File: config.mk
export PLATFORM = sky130hd
export DESIGN_NAME = irq_cause_unit
export DESIGN_NICKNAME = d
export VERILOG_FILES = /design/src/rtl/irq_cm_pkg.sv /design/src/rtl/irq_cm_cause.sv /design/src/rtl/irq_cm_mask.sv /design/src/rtl/irq_cm_reduce.sv /design/src/rtl/irq_cause_unit.sv
export SDC_FILE = /design/constraint.sdc
export NUM_CORES = 1
export LEC_CHECK = 0
export BUFFER_PORTS_ARGS = -buffer_cell sky130_fd_sc_hd__clkbuf_2
export CORE_MARGIN = 5
export CORE_UTILIZATION = 35
export DETAILED_ROUTE_END_ITERATION = 7
export PLACE_DENSITY = 0.63
export REMOVE_ABC_BUFFERS = 1
export SLEW_MARGIN = 20
export SYNTH_ARGS = -nofsm -noshare
export SYNTH_HDL_FRONTEND = slang
export SYNTH_SLANG_ARGS = --single-unit
File: constraint.sdc
create_clock -name clk -period 2.7 [get_ports clk]
set_input_delay 0.54 -clock clk [delete_from_list [all_inputs] [get_ports clk]]
set_output_delay 0.54 -clock clk [all_outputs]
set_load 0.05 [all_outputs]
File: src/rtl/irq_cm_pkg.sv
package irq_cm_pkg;
    localparam int REG_W    = 32;
    localparam int LEG_LO   = 24;
    localparam int LEG_N    = 4;
    localparam logic [REG_W-1:0] IMPL_BITS = 32'h1FFF_DFDB;

    typedef logic [REG_W-1:0] word_t;
endpackage

File: src/rtl/irq_cm_cause.sv
module irq_cm_cause #(
    parameter int W      = 32,
    parameter int LEG_LO = 24,
    parameter int LEG_N  = 4,
    parameter logic [W-1:0] IMPL = '1
) (
    input  logic             clk,
    input  logic             rst_n,
    input  logic [W-1:0]     evt_i,
    input  logic [LEG_N-1:0] leg_set_i,
    input  logic [LEG_N-1:0] leg_clr_i,
    input  logic             wr_i,
    input  logic [W-1:0]     wdata_i,
    output logic [W-1:0]     cause_o
);
    localparam logic [W-1:0] LEG_MASK = ((W'(1) << LEG_N) - W'(1)) << LEG_LO;
    localparam logic [W-1:0] ORD_MASK = IMPL & ~LEG_MASK;

    typedef struct packed {
        logic [W-1:0] cause;
    } state_t;

    state_t st_d, st_q;
    logic [W-1:0] nxt;

    // per-bit variant chosen by position: legacy level, sticky event, or reserved
    for (genvar i = 0; i < W; i++) begin : g_bit
        if (IMPL[i] && (i >= LEG_LO) && (i < LEG_LO + LEG_N)) begin : g_leg
            assign nxt[i] = leg_set_i[i-LEG_LO] | (st_q.cause[i] & ~leg_clr_i[i-LEG_LO]);
        end else if (IMPL[i]) begin : g_ord
            // an event in the same cycle overrides the clearing write
            assign nxt[i] = evt_i[i] | (st_q.cause[i] & ~(wr_i & ~wdata_i[i]));
        end else begin : g_rsv
            assign nxt[i] = 1'b0;
        end
    end

    logic unused_inputs;
    assign unused_inputs = ^{evt_i & ~ORD_MASK, wdata_i & ~ORD_MASK};

    always_comb begin
        st_d       = st_q;
        st_d.cause = nxt;
    end

    always_ff @(posedge clk or negedge rst_n) begin
        if (!rst_n) st_q <= '0;
        else        st_q <= st_d;
    end

    assign cause_o = st_q.cause;

    // a set ordinary bit stays set unless a clearing write hit it
    p_sticky_r2: assert property (@(posedge clk) disable iff (!rst_n)
        ((($past(cause_o) & ORD_MASK) & ~($past(wr_i) ? ~$past(wdata_i) : '0)) & ~cause_o) == '0);
    // every ordinary event is recorded, even under a clearing write
    p_event_wins_r6: assert property (@(posedge clk) disable iff (!rst_n)
        (($past(evt_i) & ORD_MASK) & ~cause_o) == '0);
    // an assert strobe leaves the legacy bit set
    p_leg_set_r4: assert property (@(posedge clk) disable iff (!rst_n)
        ($past(leg_set_i) & ~cause_o[LEG_LO +: LEG_N]) == '0);
    // a lone deassert strobe leaves the legacy bit clear
    p_leg_clr_r4: assert property (@(posedge clk) disable iff (!rst_n)
        ($past(leg_clr_i & ~leg_set_i) & cause_o[LEG_LO +: LEG_N]) == '0);
endmodule

File: src/rtl/irq_cm_mask.sv
module irq_cm_mask #(
    parameter int W = 32
) (
    input  logic         clk,
    input  logic         rst_n,
    input  logic         wr_i,
    input  logic [W-1:0] wdata_i,
    output logic [W-1:0] mask_o
);
    typedef struct packed {
        logic [W-1:0] mask;
    } state_t;

    state_t st_d, st_q;

    always_comb begin
        st_d = st_q;
        if (wr_i) st_d.mask = wdata_i;
    end

    always_ff @(posedge clk or negedge rst_n) begin
        if (!rst_n) st_q <= '0;
        else        st_q <= st_d;
    end

    assign mask_o = st_q.mask;

    // a mask write lands in full
    p_mask_load_r7: assert property (@(posedge clk) disable iff (!rst_n)
        $past(wr_i) |-> mask_o == $past(wdata_i));
    // without a write the mask holds
    p_mask_hold_r10: assert property (@(posedge clk) disable iff (!rst_n)
        !$past(wr_i) |-> mask_o == $past(mask_o));
endmodule

File: src/rtl/irq_cm_reduce.sv
module irq_cm_reduce #(
    parameter int W = 32
) (
    input  logic         clk,
    input  logic         rst_n,
    input  logic [W-1:0] cause_i,
    input  logic [W-1:0] mask_i,
    output logic         irq_o
);
    typedef struct packed {
        logic irq;
    } state_t;

    state_t st_d, st_q;

    always_comb begin
        st_d     = st_q;
        st_d.irq = |(cause_i & mask_i);
    end

    always_ff @(posedge clk or negedge rst_n) begin
        if (!rst_n) st_q <= '0;
        else        st_q <= st_d;
    end

    assign irq_o = st_q.irq;
endmodule

File: src/rtl/irq_cause_unit.sv
module irq_cause_unit
    import irq_cm_pkg::*;
#(
    parameter int W      = REG_W,
    parameter int LEG_BASE = LEG_LO,
    parameter int LEG_CNT  = LEG_N,
    parameter logic [W-1:0] IMPL = IMPL_BITS
) (
    input  logic               clk,
    input  logic               rst_n,
    input  logic [W-1:0]       evt_i,
    input  logic [LEG_CNT-1:0] leg_assert_i,
    input  logic [LEG_CNT-1:0] leg_deassert_i,
    input  logic               wr_en_i,
    input  logic               reg_sel_i,
    input  logic [W-1:0]       wdata_i,
    output logic [W-1:0]       rdata_o,
    output logic               irq_o
);
    logic [W-1:0] cause_q;
    logic [W-1:0] mask_q;
    logic         cause_wr;
    logic         mask_wr;

    assign cause_wr = wr_en_i & ~reg_sel_i;
    assign mask_wr  = wr_en_i &  reg_sel_i;

    irq_cm_cause #(.W(W), .LEG_LO(LEG_BASE), .LEG_N(LEG_CNT), .IMPL(IMPL)) u_cause (
        .clk       (clk),
        .rst_n     (rst_n),
        .evt_i     (evt_i),
        .leg_set_i (leg_assert_i),
        .leg_clr_i (leg_deassert_i),
        .wr_i      (cause_wr),
        .wdata_i   (wdata_i),
        .cause_o   (cause_q)
    );

    irq_cm_mask #(.W(W)) u_mask (
        .clk     (clk),
        .rst_n   (rst_n),
        .wr_i    (mask_wr),
        .wdata_i (wdata_i),
        .mask_o  (mask_q)
    );

    irq_cm_reduce #(.W(W)) u_reduce (
        .clk     (clk),
        .rst_n   (rst_n),
        .cause_i (cause_q),
        .mask_i  (mask_q),
        .irq_o   (irq_o)
    );

    assign rdata_o = reg_sel_i ? mask_q : cause_q;

    // with the mask clear for two edges the output must be low
    p_irq_off_r9: assert property (@(posedge clk) disable iff (!rst_n)
        (mask_q == '0 && $past(mask_q) == '0) |-> !irq_o);
    // with no cause bit on two edges the output must be low
    p_irq_idle_r9: assert property (@(posedge clk) disable iff (!rst_n)
        (cause_q == '0 && $past(cause_q) == '0) |-> !irq_o);
endmodule

==> results.md, run 1 <==
- Sequential area share after synthesis: 53.0%
- Die ar.: 9840 um2
- Cts hold-fix bufs: 0
- Post-cts resize count: 0
- Period minus WS final: 2.01 ns
- Worst Skew: 0.00525 ns
- DRC Markers: 0
- Maximum VDD drop: 0.351 mV
- FF+latch count, synth: 59
- Placed cell count: a little under 400
- Post-route ant nets: 0
- Share of layout cells above drive strength 1: 56.3%
- GRT Overall Usage: 13.0%
- Least-Margin Pin Slew: about 0.66 ns
- Clock Path Buffers: 2
- Hold Crit Class: input port to async pin
- Global-route wire length before repair: 10100 um
- Gr ovfl total: 0
- Crit path max fanout: 34
- Final HPWL DP: 4490 um
- Largest net degree at the start of global routing: 36
- Fin. Hold Viols: 0
- Top routing layer used: met4
- Total core area: 7730 um2
- Area delta synth->final: 28.0%
- Routed Wire Length: around 6000 um
- Max Slew Vio Count: 0
- Slew margin rel.: approximately 56%
- Worst path max stage delay: 0.37 ns
- CTS tree: built
- Initial DRC count: 16
- Diode count: 0
- Die span in x: approximately 99 um
- Post-synth ARST share: 100%
- Die Ht: 99.2 um
- Setup TNS: 0 ns
- Synth area leaders: dfrtp_1 53%, mux2_4 16%, mux2_2 11%
- Clock buffer count from CTS: 9
- Clock transition at path regs: 0.06 ns
- Antenna violations before repair: 0
- Placer congestion estimate: roughly 0.7
- Mapped Cells: just over 200
- Netlist cell types: 21
- Max-cap violation count: 0
- # rows: 32
- DR WL met2: 2900 um
- Ys Warns: 0
- RSZ-0062 raised after global routing: no
- Pre-antenna DRT Iters: 3
- CP bufs+invs: 3
- Cell Chain, Critical Path: clkbuf_2, buf_12, mux2_2, clkbuf_2
- Top Family by Delay on Critical Path: buffers and inverters
- Clock root buffer: clkbuf_8
- Req. time, crit path: 2.16 ns
- Status: completed
- PwrDens: 651 nW/um2
- CP Data Arrival Time: around 1.5 ns
- DRT met1 WL: 2780 um
- Static Leak: 1.70 nW
- Post-CTS setup buffer count: 0
- Mapped Area: 2780 um2
- Routed len/inst: 14.9 um
- Number of synthesized flops with an enable pin: 0
- Io pins: 109
- Clock Latency Late Sink: 0.32 ns
- Initial core utilization: 36.0%
- Startpoint types: input port
- Number of global-route vias before repair: ~2000
- CP most frequent cell: clkbuf_2
- Num Clock Sinks: 59
- Yosys top cell by area: dfrtp_1
- Most used DFF post-synth: dfrtp_1
- Final setup vio count: 0
- Via density: 4.55
- Syn_area_per_cell: 13.7 um2
- Post-synth top area share: 53.0%
- Setup Crit Path Kind: input port to output port
- Slowest-stage cell, CP: mux2_2
- Final net count: roughly 380
- F_max: 0.496 GHz
- CTS H-tree depth: 3
- Final std cells w/o fill: between 400 and 500
- Critical Path End Type: output port
- Vias: 1878
- Final worst path period share: 74.6%
- I/O Buffers: 98
- WL met3: 433 um
-- final timing paths --
path	slack [ns]	cells past startpoint	from	to
min reg2reg	0.50	1	u_mask.mask_o[29]$_DFFE_PN0P_	u_mask.mask_o[29]$_DFFE_PN0P_
max in group asynchronous	1.85	2	rst_n	u_cause.cause_o[6]$_DFF_PN0_
max	0.69	4	reg_sel_i	rdata_o[10]
max reg2reg	1.53	3	u_mask.mask_o[12]$_DFFE_PN0P_	u_reduce.irq_o$_DFF_PN0_
min	0.23	1	rst_n	u_mask.mask_o[24]$_DFFE_PN0P_
min in group clk	0.39	2	leg_assert_i[2]	u_cause.cause_o[26]$_DFF_PN0_
-- kinds of logic after synthesis --
| family | count (synthesis) | synth area share (%) |
|---|---|---|
| flops | 59 | 53.0 |
| mux | 58 | 27.5 |
| compound gates | 39 | 8.81 |
| simple gates | 34 | 7.78 |
| buf+inv | 13 | 2.88 |
-- metrics by stage --
step	setup slack (ns)	util [%]	cell area [um2]	power (mW)	hold WS [ns]
2_1_floorplan	1.03	-	2720	1.49	0.244
3_3_place_gp	0.676	44.1	3400	1.67	0.483
3_5_place_dp	0.677	44.1	3400	1.68	0.486
4_1_cts	0.675	46.1	3560	2.36	0.250
5_1_grt	0.648	46.1	3560	2.44	0.298
6_report	0.686	46.1	3560	2.32	0.235
-- worst reg2reg max path, stage by stage (launching register included) --
cell      delay [ns]
dfrtp_1         0.40
a22o_1          0.24
a221oi_1        0.27
nand4_1         0.13
-- final cells by class --
type                       count  area (um2)
fill                         736        4160
clock buffer                  12         145
multi-input combinational    131        1230
sequential                    59        1480
clock inverter                 3        15.0
tap                          102         128
timing repair buffer         102         558
inverter                       4        15.0
-- synthesized netlist by cell type, types with 2 or more instances --
cell,number
mux2_2,28
a21o_1,4
nand2b_1,22
a221oi_1,3
a22o_1,3
buf_2,4
buf_6,3
mux2_4,30
o21ai_0,19
o21ai_1,3
nand4_1,2
and2_1,6
inv_1,4
a22oi_1,7
dfrtp_1,59
-- layer usage --
metal  GRT usage [%]  up-vias
met5               0        -
met4            3.47        0
met3            4.98        3
met2            20.6       60
met1            16.7      880
li1                -      935
-- report_power, final --
part | switching, mW | internal, mW
logic | 0.351 | 0.259
registers | 0.0669 | 0.977
clock network | 0.318 | 0.349
total | 0.736 | 1.58
-- registers in the layout (all words and copies together) (netlist names) --
| register | count |
|---|---|
| u_mask.mask_o | 32 |
| u_cause.cause_o | 26 |
| u_reduce.irq_o | 1 |
-- layout by cell type, fill, tap and decap left out, types with 4 or more instances in the layout --
cell | netlist | routed
dfrtp_1 | 59 | 59
and2_1 | 6 | 6
a21o_1 | 4 | 4
clkbuf_2 | 0 | 98
a22oi_1 | 7 | 7
mux2_2 | 28 | 28
o21ai_0 | 19 | 19
clkbuf_8 | 0 | 10
inv_1 | 4 | 4
nand2b_1 | 22 | 22
mux2_4 | 30 | 30
(Power assumes the default switching activity.)
==> run 2, diff against run 1 <==
--- a/config.mk
+++ b/config.mk
@@ -9,7 +9,7 @@
 export CORE_MARGIN = 5
 export CORE_UTILIZATION = 35
 export DETAILED_ROUTE_END_ITERATION = 7
-export PLACE_DENSITY = 0.63
+export PLACE_DENSITY = 0.65
 export REMOVE_ABC_BUFFERS = 1
 export SLEW_MARGIN = 20
 export SYNTH_ARGS = -nofsm -noshare
==> constraint.sdc (replaced) <==
create_clock -name clk -period 1.85 [get_ports clk]
set_input_delay 0.37 -clock clk [delete_from_list [all_inputs] [get_ports clk]]
set_output_delay 0.37 -clock clk [all_outputs]
set_load 0.05 [all_outputs]
==> results.md, run 2 (synthesis gave the netlist of run 1 again) <==
- Clk network pwr share: between 20% and 30%
- Clock Path Buffers: 2
- Clock transition at path regs: around 0.070 ns
- R2r worst-path depth: 3
- Die Ht: 99.2 um
- GR peak layer: met2
- Logic pwr share: 26.5%
- Largest register FFs: 32
- Via density: 4.68
- Max-cap violation count: 0
- Crit path max fanout: 19
- Capture point of the worst reg-to-reg path: u_reduce.irq_o$_DFF_PN0_
- Critical Path End Type: output port
- Initial DRC count: 40
- Dpl cell area: 3420 um2
- Startpoint types: input port
- Die ar.: between 9000 and 10000 um2
- Slowest-stage cell, CP: mux2_2
- Final setup vio count: 0
- CTS H-tree depth: 3
- Num Clock Sinks: 59
- Final worst path period share: roughly nine tenths
- Fin. Hold Viols: 0
- Reg2reg start: u_mask.mask_o[12]$_DFFE_PN0P_
- Max Slew Vio Count: 0
- Worst path max stage delay: 0.35 ns
- Post-place setup slack: 0.192 ns
- Status: completed
- Routed len/inst: about 15 um
- Slew margin rel.: 76.5%
- Internal Power: 2.29 mW
- Gr ovfl total: 0
- Hold Crit Class: input port to async pin
- Setup TNS: 0 ns
- Cell Chain, Critical Path: clkbuf_2, buf_12, mux2_2, clkbuf_2
- Setup Crit Path Kind: input port to output port
- Critical path startpoint: reg_sel_i
- Final net count: about 380
- CP Data Arrival Time: 1.28 ns
- Initial core utilization: 36.0%
- Met1 usage: 16.5%
- Number of global-route vias before repair: between 2000 and 2500
- Final Util: 46.3%
- DRC Markers: 0
- Io pins: 109
- Register area: around 1500 um2
- NetSw: between 1 and 1.5 mW
- CP most frequent cell: clkbuf_2
- Cts hold-fix bufs: 0
- Die span in x: 99.2 um
- Global-route wire length before repair: 10200 um
- CP bufs+invs: 3
- Pre-antenna DRT Iters: 4
- # rows: 32
- Largest net degree at the start of global routing: 60
- Most frequent cells in the layout: 98 x clkbuf_2, 59 x dfrtp_1, 30 x mux2_4
- Total core area: 7730 um2
- RSZ-0062 raised after global routing: no
- Placer congestion estimate: 0.721
- Vias: between 1500 and 2000
- Clock root buffer: clkbuf_8
- Met3 GRT Util: 5.12%
- GRT Overall Usage: 13.1%
- CTS tree: built
- Area delta synth->final: 28.5%
- Diode count: 0
- Sw Share: around a third
- Static Leak: 1.71 nW
- Period minus WS final: 1.65 ns
- Worst setup margin: 0.195 ns
- Req. time, crit path: approximately 1.5 ns
- I/O Buffers: 98
- Share of layout cells above drive strength 1: between 50% and 60%
- Clock buffer count from CTS: 9
- Routed Wire Length: 6230 um
- Worst Skew: roughly 0.0056 ns
- Post-cts resize count: 0
- PwrDens: 944 nW/um2
- Met2 usage: 20.7%
- Seq pwr share: around 45%
- Least-Margin Pin Slew: 0.352 ns
- Top Family by Delay on Critical Path: buffers and inverters
- Final HPWL DP: 4470 um
- Setup crit end: rdata_o[6]
- Most common cell after layout, fill and taps aside: clkbuf_2
- Levels on crit path: 4
- Multi-input gate area: 1230 um2
- Post-CTS setup buffer count: 0
- Reg2reg setup slack: 0.64 ns
- Clock Latency Late Sink: 0.33 ns
- Post-route ant nets: 0
- F_max: 0.604 GHz
- Antenna violations before repair: 0
- Post-route cell area: approximately 3600 um2
- Fill cells: between 700 and 800
- Maximum VDD drop: 0.388 mV
run 2: cell count changes in the layout (fill, tap and decap cells not counted):
cell / previous run / this run
buf_12: 3 / 4
clkbuf_1: 2 / 4
clkbuf_8: 10 / 9
run 2: worst min-delay path by stage:
stage	to	cells after the start	slack, ns	startpoint
after floorplan	u_cause.cause_o[0]$_DFF_PN0_	0	0.07	rst_n
after global placement	u_cause.cause_o[25]$_DFF_PN0_	2	0.41	rst_n
after detailed placement	u_cause.cause_o[25]$_DFF_PN0_	2	0.41	rst_n
after CTS	u_cause.cause_o[25]$_DFF_PN0_	2	0.05	rst_n
after global routing	u_cause.cause_o[25]$_DFF_PN0_	2	0.06	rst_n
final	u_mask.mask_o[22]$_DFFE_PN0P_	2	0.04	rst_n
run 2: cell type report:
cell class / count / area share [%]
Clock inverter: 3 / 0.420
Multi-Input combinational cell: 131 / 34.3
Tap cell: 102 / 3.57
Clock buffer: 13 / 3.88
Timing Repair Buffer: 103 / 16.2
Inverter: 4 / 0.420
Sequential cell: 59 / 41.3
run 2: power by group through the flow:
stage	Combinational, mW	Sequential, mW	Clock [mW]
detailed placement	0.909	1.54	0
CTS	0.911	1.52	1.00
finish	0.897	1.52	0.960
global route	0.958	1.54	1.06
global placement	0.902	1.54	0
floorplan	0.664	1.51	0
run 2: metal layers:
metal / vias to the layer above / part of all wire [%]
met3: 12 / 7.4
met2: 62 / 46
met4: 0 / 1.2
li1: 935 / -
met1: 934 / 45
met5: - / 0
run 2: stage by stage:
step                total power [mW]  std cells  hold slack [ns]
floorplan                       2.18        194           0.0744
global placement                2.44        399            0.408
detailed placement              2.45        399            0.411
CTS                             3.44        415           0.0472
global route                    3.56        415           0.0566
finish                          3.38        415           0.0411
==> run 3, diff against run 2 <==
--- a/config.mk
+++ b/config.mk
@@ -8,9 +8,12 @@
 export BUFFER_PORTS_ARGS = -buffer_cell sky130_fd_sc_hd__clkbuf_2
 export CORE_MARGIN = 5
 export CORE_UTILIZATION = 35
+export CTS_BUF_LIST = sky130_fd_sc_hd__clkbuf_4 sky130_fd_sc_hd__clkbuf_8
 export DETAILED_ROUTE_END_ITERATION = 7
 export PLACE_DENSITY = 0.65
 export REMOVE_ABC_BUFFERS = 1
+export SETUP_SLACK_MARGIN = 0.02
+export SKIP_CTS_REPAIR_TIMING = 1
 export SLEW_MARGIN = 20
 export SYNTH_ARGS = -nofsm -noshare
 export SYNTH_HDL_FRONTEND = slang
==> results.md, run 3 (synthesis gave the netlist of run 1 again) <==
- Pre-antenna DRT Iters: 4
- Final worst path period share: 89.4%
- Io pins: 109
- Die span in x: 99.2 um
- Clock transition at path regs: 0.07 ns
- Post-route ant nets: 0
- Period minus WS final: about 1.7 ns
- Worst Skew: 0.00473 ns
- Area delta synth->final: 29.1%
- Antenna violations before repair: 0
- Most frequent cells in the layout: 98 x clkbuf_2, 59 x dfrtp_1, 30 x mux2_4
- DRC Markers: 0
- Status: completed
- Num Clock Sinks: 59
- Slowest-stage cell, CP: mux2_2
- Largest net degree at the start of global routing: 60
- Largest register FFs: 32
- GRT Overall Usage: 13.1%
- Initial DRC count: 42
- Routed Wire Length: 6220 um
- F_max: 0.604 GHz
- CP Data Arrival Time: 1.28 ns
- # rows: 32
- Final HPWL DP: 4470 um
- Via density: 4.68
- Clock root buffer: clkbuf_8
- Setup TNS: 0 ns
- Final setup vio count: 0
- Setup Crit Path Kind: input port to output port
- Slew margin rel.: about three quarters
- Critical Path End Type: output port
- Crit path max fanout: 19
- Initial core utilization: 36.0%
- Cell Chain, Critical Path: clkbuf_2, buf_12, mux2_2, clkbuf_2
- CTS H-tree depth: 3
- Max-cap violation count: 0
- Die ar.: 9840 um2
- PwrDens: around 960 nW/um2
- Clock buffer count from CTS: 9
- Placer congestion estimate: 0.721
- Share of layout cells above drive strength 1: between 50% and 60%
- Gr ovfl total: 0
- Maximum VDD drop: 0.389 mV
- Diode count: 0
- Final std cells w/o fill: 415
- Fin. Hold Viols: 0
- Clock Path Buffers: 2
- Die Ht: just under 100 um
- Req. time, crit path: 1.48 ns
- Vias: slightly below 2000
- Hold Crit Class: input port to async pin
- Max Slew Vio Count: 0
- Global-route wire length before repair: 10200 um
- Startpoint types: input port
- Placed cell count: 399
- CP most frequent cell: clkbuf_2
- Number of global-route vias before repair: 2121
- Critical path startpoint: reg_sel_i
- Least-Margin Pin Slew: 0.352 ns
- CTS tree: built
- Reg2reg start: u_mask.mask_o[12]$_DFFE_PN0P_
- Final net count: 384
- Static Leak: 1.72 nW
- Worst path max stage delay: 0.35 ns
- Total core area: between 7000 and 8000 um2
- Routed len/inst: around 15 um
- Most common cell after layout, fill and taps aside: clkbuf_2
- Fill cells: 736
- I/O Buffers: 98
- RSZ-0062 raised after global routing: no
- Clock Latency Late Sink: about 0.33 ns
[run 3: cell counts in the layout (fill, tap and decap cells not counted)]
Identical to the previous run, type by type.
[run 3: layout make-up]
type / count / area (um2) / share of cell area, %
Multi-Input combinational cell: 131 / 1230 / 34.2
Inverter: 4 / 15.0 / 0.418
Clock inverter: 3 / 15.0 / 0.418
Sequential cell: 59 / 1480 / 41.1
Clock buffer: 13 / 154 / 4.28
Tap cell: 102 / 128 / 3.55
Timing Repair Buffer: 103 / 578 / 16.1
[run 3: stage by stage]
| step | hold WS [ns] | setup WS, ns | util (%) | total power [mW] | cell area (um2) |
|---|---|---|---|---|---|
| floorplan | 0.0744 | 0.348 | - | 2.18 | 2720 |
| global placement | 0.408 | 0.185 | 44.3 | 2.44 | 3420 |
| CTS | 0.0470 | 0.189 | 46.5 | 3.50 | 3590 |
| detailed placement | 0.411 | 0.192 | 44.3 | 2.45 | 3420 |
| global route | 0.0569 | 0.160 | 46.5 | 3.61 | 3590 |
| finish | 0.0422 | 0.196 | 46.5 | 3.44 | 3590 |
[run 3: critical path: cells and delay by family]
| kind | cells | cell delay (ns) |
|---|---|---|
| buffers and inverters | 3 | 0.55 |
| multiplexers | 1 | 0.35 |
[run 3: routing by layer]
layer,GRT usage [%],part of all wire (%)
met5,0,0
met1,16.5,45
met3,5.12,7.4
met2,20.7,46
met4,4.10,1.2
[run 3: final timing paths]
check	to	slack, ns	depth (start not counted)
setup / recovery	rdata_o[6]	0.20	4
hold / removal	u_mask.mask_o[22]$_DFFE_PN0P_	0.04	2
setup reg to reg	u_reduce.irq_o$_DFF_PN0_	0.64	3
hold reg to reg	u_mask.mask_o[13]$_DFFE_PN0P_	0.50	1
max in group asynchronous	u_mask.mask_o[1]$_DFFE_PN0P_	1.54	2
min in group clk	u_cause.cause_o[27]$_DFF_PN0_	0.22	2
[run 3: power by group]
| group | switching (mW) | internal, mW |
|---|---|---|
| clock | 0.477 | 0.540 |
| combinational | 0.515 | 0.382 |
| sequential | 0.0966 | 1.43 |
| total | 1.09 | 2.35 |
